`config.mk`:
```
export PLATFORM = sky130hd
export DESIGN_NAME = pheap_pq
export DESIGN_NICKNAME = d
export VERILOG_FILES = /design/src/rtl/pheap_pq.sv
export SDC_FILE = /design/constraint.sdc
export NUM_CORES = 2
export LEC_CHECK = 0
export CORE_UTILIZATION = 45
export DETAILED_ROUTE_END_ITERATION = 10
export PLACE_DENSITY_LB_ADDON = 0.3
export SKIP_CTS_REPAIR_TIMING = 1
export SYNTH_ARGS = -nofsm -noshare
export SYNTH_HDL_FRONTEND = slang
export SYNTH_SLANG_ARGS = --single-unit
```
`constraint.sdc`:
```
create_clock -name clk -period 6.4 [get_ports clk]
set_clock_uncertainty 0.2 [all_clocks]
set_input_delay 1.28 -clock clk [delete_from_list [all_inputs] [get_ports clk]]
set_output_delay 1.28 -clock clk [all_outputs]
set_load 0.1 [all_outputs]
```
`src/rtl/pheap_pq.sv`:
```
module pheap_pq #(
  parameter int LEVELS = 4,
  parameter int W = 32
) (
  input  logic         clk,
  input  logic         rst_n,
  input  logic         enq_req,
  input  logic [W-1:0] enq_data,
  input  logic         deq_req,
  output logic         ready,
  output logic         deq_valid,
  output logic [W-1:0] deq_data,
  output logic         err,
  output logic         empty,
  output logic         full
);
  localparam int N  = (1 << LEVELS) - 1;
  localparam int IW = LEVELS;
  localparam int CW = $clog2(N + 1);

  logic [W-1:0]  mem [0:N];
  logic [N:0]    vld;
  logic [CW-1:0] cap [0:N];
  logic [CW-1:0] count;

  logic [LEVELS:2] t_v, t_dq;
  logic [W-1:0]    t_val [2:LEVELS];
  logic [IW-1:0]   t_pos [2:LEVELS];

  logic [LEVELS:1] c_v, c_dq;
  logic [W-1:0]    c_val [1:LEVELS];
  logic [IW-1:0]   c_pos [1:LEVELS];

  logic [LEVELS:1] s_go, s_wvld;
  logic [W-1:0]    s_wdat [1:LEVELS];
  logic [W-1:0]    s_carry [1:LEVELS];
  logic [IW-1:0]   s_ch [1:LEVELS];

  logic acc;

  assign empty = (count == '0);
  assign full  = (count == CW'(N));
  assign ready = !t_v[2];
  assign acc   = ready && (enq_req ^ deq_req) && !(enq_req && full) && !(deq_req && empty);

  function automatic int sub_size(int i);
    int d;
    d = 0;
    for (int b = 0; b < LEVELS; b++)
      if (i >= (1 << b)) d = b;
    return (1 << (LEVELS - d)) - 1;
  endfunction

  always_comb begin
    c_v = '0;
    c_dq = '0;
    c_v[1]   = acc;
    c_dq[1]  = deq_req;
    c_val[1] = enq_data;
    c_pos[1] = IW'(1);
    for (int k = 2; k <= LEVELS; k++) begin
      c_v[k]   = t_v[k];
      c_dq[k]  = t_dq[k];
      c_val[k] = t_val[k];
      c_pos[k] = t_pos[k];
    end
  end

  always_comb begin
    for (int k = 1; k <= LEVELS; k++) begin
      logic [IW-1:0] p, lc, rc, pick;
      logic bigger, lv, rv;
      p      = c_pos[k];
      lc     = {p[IW-2:0], 1'b0};
      rc     = {p[IW-2:0], 1'b1};
      bigger = c_val[k] > mem[p];
      lv     = (k < LEVELS) && vld[lc];
      rv     = (k < LEVELS) && vld[rc];
      pick   = (lv && (!rv || mem[lc] > mem[rc])) ? lc : rc;
      if (!c_dq[k]) begin
        s_wvld[k]  = 1'b1;
        s_wdat[k]  = (!vld[p] || bigger) ? c_val[k] : mem[p];
        s_carry[k] = bigger ? mem[p] : c_val[k];
        s_go[k]    = vld[p] && (k < LEVELS);
        s_ch[k]    = (cap[lc] != '0) ? lc : rc;
      end else begin
        s_wvld[k]  = lv || rv;
        s_wdat[k]  = mem[pick];
        s_carry[k] = c_val[k];
        s_go[k]    = lv || rv;
        s_ch[k]    = pick;
      end
    end
  end

  always_ff @(posedge clk) begin
    if (!rst_n) begin
      vld       <= '0;
      t_v       <= '0;
      t_dq      <= '0;
      count     <= '0;
      deq_valid <= 1'b0;
      deq_data  <= '0;
      err       <= 1'b0;
      for (int i = 0; i <= N; i++) cap[i] <= CW'(sub_size(i));
    end else begin
      deq_valid <= acc && deq_req;
      err       <= ready && (enq_req || deq_req) && !acc;
      if (acc && deq_req) deq_data <= mem[1];
      if (acc) count <= deq_req ? count - 1'b1 : count + 1'b1;
      for (int k = 1; k <= LEVELS; k++) begin
        if (c_v[k]) begin
          mem[c_pos[k]] <= s_wdat[k];
          vld[c_pos[k]] <= s_wvld[k];
          if (s_go[k])
            cap[s_ch[k]] <= c_dq[k] ? cap[s_ch[k]] + 1'b1 : cap[s_ch[k]] - 1'b1;
        end
      end
      for (int k = 2; k <= LEVELS; k++) begin
        t_v[k]   <= c_v[k-1] && s_go[k-1];
        t_dq[k]  <= c_dq[k-1];
        t_val[k] <= s_carry[k-1];
        t_pos[k] <= s_ch[k-1];
      end
    end
  end

  for (genvar i = 2; i <= N; i++) begin : g_order

    heap_order_chk: assert property (@(posedge clk) disable iff (!rst_n)
      vld[i] |-> (vld[i/2] && mem[i/2] >= mem[i]));
  end


  leaf_slot_chk: assert property (@(posedge clk) disable iff (!rst_n)
    (c_v[LEVELS] && !c_dq[LEVELS]) |-> !vld[c_pos[LEVELS]]);


  ready_gap_chk: assert property (@(posedge clk) disable iff (!rst_n)
    !ready |=> ready);


  full_err_chk: assert property (@(posedge clk) disable iff (!rst_n)
    (ready && enq_req && !deq_req && full) |=> (err && !deq_valid));


  empty_err_chk: assert property (@(posedge clk) disable iff (!rst_n)
    (ready && deq_req && !enq_req && empty) |=> (err && !deq_valid));


  both_err_chk: assert property (@(posedge clk) disable iff (!rst_n)
    (ready && enq_req && deq_req) |=> (err && !deq_valid));


  out_excl_chk: assert property (@(posedge clk) disable iff (!rst_n)
    deq_valid |-> !err);
endmodule

```
==> summary.md <==
| Metric | Value |
|---|---|
| Outcome | `finished clean` |
| Die Wd | `319.7 um` |
| Synth Area in Compound Gates | `10.90%` |
| Fin nets | `4226` |
| Hold Violations, Final | `0` |
| Antenna Nets Post-Route | `0` |
| Number of buffers created by CTS | `77` |
| Clock latency reported for the late side of the worst-skew pair | `0.64 ns` |
| Worst path top cell family by delay | `simple AND/OR/NAND/NOR gates` |
| Max rail drop VDD | `0.2193 mV` |
| Detailed router's first-iteration violation count | `3826` |
| Full die area | `0.1022 mm2` |
| Placed Cells | `5172` |
| Critical path type | `flip-flop to flip-flop` |
| Post-synthesis xor/xnor area fraction | `0.1735%` |
| Sink Count | `697` |
| TritonCTS clock tree | `yes` |
| Crit path buffers/inverters | `4` |
| Post-Route Utilization | `50.44%` |
| Leakage | `0.01804 uW` |
| Initial core utilization | `45.42%` |
| Synthesis Warnings | `0` |
| Max Root-Sink Buffers | `3` |
| Proportion of synthesized area in mux cells | `22.68%` |
| CP arrival | `6.29 ns` |
| Min Clock Period, post-route | `6.023 ns` |
| Logic pwr share | `18.5%` |
| Setup TNS Final | `0 ns` |
| Hold slack final | `0.2555 ns` |
| Fin. max-slew vios | `0` |
| Syn Nets | `4221` |
| Number of synthesized register bits | `697` |
| # H-tree levels | `3` |
| CTS clk-pin slew, worst paths | `0.06 ns` |
| Final HPWL DP | `96120 um` |
| Maximum fanout along the worst path | `34` |
| Worst path cell trace | `buf_12 -> buf_4 -> mux2_2 -> ha_1 -> nand4_1 -> nor4_1 -> nor2_1 -> nand3_1 -> o211ai_1 -> buf_4 -> a21oi_4 -> buf_12 -> mux2i_1 -> o22ai_1 -> or3_1 -> o21ai_0` |
| Crit path max-delay cell type | `nor4_1` |
| Slew @ Worst Pin | `1.164 ns` |
| Total congestion overflow | `0` |
| Mapped Area | `0.04542 mm2` |
| Vias in the first global route | `31.77k` |
| F_max | `166.0 MHz` |
| Cells after Synth | `3948` |
| Async SR Flop Fraction | `0%` |
| Pre-antenna DRT Iters | `5` |
| Largest net degree at the start of global routing | `80` |
| Row cnt | `116` |
| Fraction of the cycle the final worst path needs | `94.12%` |
| HP Class | `flip-flop to flip-flop` |
| Net switching power figure | `3461 uW` |
| Number of library cell types mapped by synthesis | `71` |
| CP Launch Type | `flip-flop` |
| CP max stage delay | `0.76 ns` |
| RD Place Congestion | `0.8972` |
| Total Routing Usage GR | `26.10%` |
| Max_cap viols | `0` |
| Filler cells | `8574` |
| Via/cell ratio | `6.308` |
| Post-synthesis simple-gate area fraction | `10.48%` |
| Finished Layout Cells | `5309` |
| # setup viols final | `0` |
| Worst setup EP type | `flip-flop` |
| Syn Area/Cell | `11.50 um2` |
| Synth Area in Adders | `6.595%` |
| P per Cell Area | `242.6 mW/mm2` |
| Fraction of layout cells with a size suffix above 1 | `16.93%` |
| Post-synth top flop | `edfxtp_1` |
| Post-synth EDFFs | `638` |
| Post-synthesis sequential area ratio | `44.78%` |
| Port buffer count | `72` |
| First-pass GRT wire length | `202100 um` |
| Main combinational cell family by area after synthesis | `multiplexers` |
| Initial antenna violation count | `0` |
| Drt drc | `0` |
| # IOs | `73` |
| Syn-to-layout area delta | `11.05%` |
| Sequential power share | `44.0%` |
| DR WL/cell | `25.33 um` |
| Die height | `319.7 um` |
| Final WL | `134500 um` |
| Unrepaired setup endpoints after global routing | `false` |
| Switching Fraction | `28.29%` |
| Core Area | `0.1000 mm2` |
| Total number of vias | `33.49k` |
| Relative slew slack | `22.21%` |
| Root Driver | `clkbuf_16` |
| Clock share of power | `37.5%` |
| CP required | `6.66 ns` |
| P_int | `8773 uW` |
-- Yosys cell counts, types with 9 or more instances --
cell type	instances	share of area, %
inv_2	10	0.083
o22ai_1	21	0.29
or3_1	57	0.79
ha_1	233	6.4
buf_2	51	0.56
and3_1	11	0.15
nor4_4	13	0.61
clkinv_1	9	0.074
nand3_1	65	0.72
a221oi_4	11	0.64
dfxtp_1	59	2.6
nor2b_1	18	0.25
edfxtp_1	638	42
a22oi_1	40	0.66
a31oi_1	14	0.19
a21oi_1	167	1.8
nand2_1	480	4.0
clkbuf_1	176	1.5
nor3_1	53	0.58
o21ai_1	101	1.1
a21o_1	37	0.61
mux4_2	209	10
o21ai_0	170	1.9
mux2_2	127	3.1
nand2b_1	31	0.43
buf_1	43	0.36
nor4_1	15	0.21
and2_1	9	0.12
nor2_1	177	1.5
a311oi_1	37	0.71
nand4_1	43	0.59
o311ai_2	19	0.68
or2_2	16	0.22
inv_1	214	1.8
o211ai_1	43	0.71
o221ai_1	15	0.29
mux2i_1	397	8.7
a211oi_1	10	0.17
o21a_1	12	0.20
mux2_1	17	0.42
-- tightest hold or removal path, delay by kind of cell (launching register included) --
family,cells,cell delay [ns]
flops,1,0.31
simple gates,1,0.05
compound gates,1,0.05
-- area by class of cell --
class,instances,area (um2),share of cell area (%)
diodes,1,2.502,0.004961
clock buffers,95,2057,4.078
clock inverters,41,483.0,0.9575
inverters,233,884.6,1.754
multi-input cells,2744,23190,45.97
flip-flops and latches,697,20340,40.33
well taps,1298,1624,3.220
repair buffers,200,1858,3.684
-- power groups by stage --
stage / Combinational (uW) / Clock [uW] / Sequential, uW
floorplan: 1430 / 0 / 5530
global placement: 2190 / 0 / 5460
detailed placement: 2230 / 0 / 5460
CTS: 2240 / 4630 / 5370
global route: 2440 / 4790 / 5390
finish: 2260 / 4590 / 5380
-- per-layer routing --
| metal | track usage, % | vias to the layer above | share of wire, % |
|---|---|---|---|
| met1 | 37.10 | 16650 | 43 |
| met5 | 0 | - | 0 |
| met4 | 8.483 | 0 | 2.9 |
| met3 | 4.376 | 203 | 9.3 |
| li1 | - | 15030 | - |
| met2 | 40.56 | 1609 | 45 |
-- layout by cell type, fill, tap and decap left out, drive strengths merged, types with 53 or more instances in the layout --
cell type and n:
or3 58, mux2 144, nand2 480, ha 233, nor3 53, edfxtp 638, nand3 65, mux4 209
buf 129, nor2 178, a21oi 168, clkbuf 95, dfxtp 59, inv 225, mux2i 397, clkdlybuf4s50 71
o21ai 272
-- final timing paths --
check	startpoint	end	slack, ns	cells past startpoint
worst max-delay path	t_pos[2][0]	mem[8][3]	0.38	16
worst min register to register	deq_data[1]	deq_data[1]	0.26	2
worst max register to register	t_pos[2][0]	mem[8][3]	0.38	16
worst min-delay path	deq_data[1]	deq_data[1]	0.26	2
-- flip-flops by register name, indices dropped and copies added, names as in the netlist --
signal	flops
vld	15
t_dq	3
deq_valid	1
count	4
err	1
mem	480
deq_data	32
t_pos	6
cap	56
t_v	3
t_val	96
-- logic make-up after synthesis --
family,count (synthesis)
flip-flops,697
AND/OR/NAND/NOR,1009
multiplexers,750
buffers and inverters,507
XOR/XNOR,9
adder cells (fa/ha/maj),237
AO/OA/AOI/OAI,739
-- metrics by stage --
stage	instance area [um2]	worst slack, ns	power (uW)
after floorplan	45420	0.4371	6962
after global placement	47900	0.5381	7653
after detailed placement	47900	0.4678	7691
after CTS	50440	0.4314	12240
after global routing	50440	0.2203	12630
final	50440	0.3765	12230
Power figures use the tool's default switching activity.
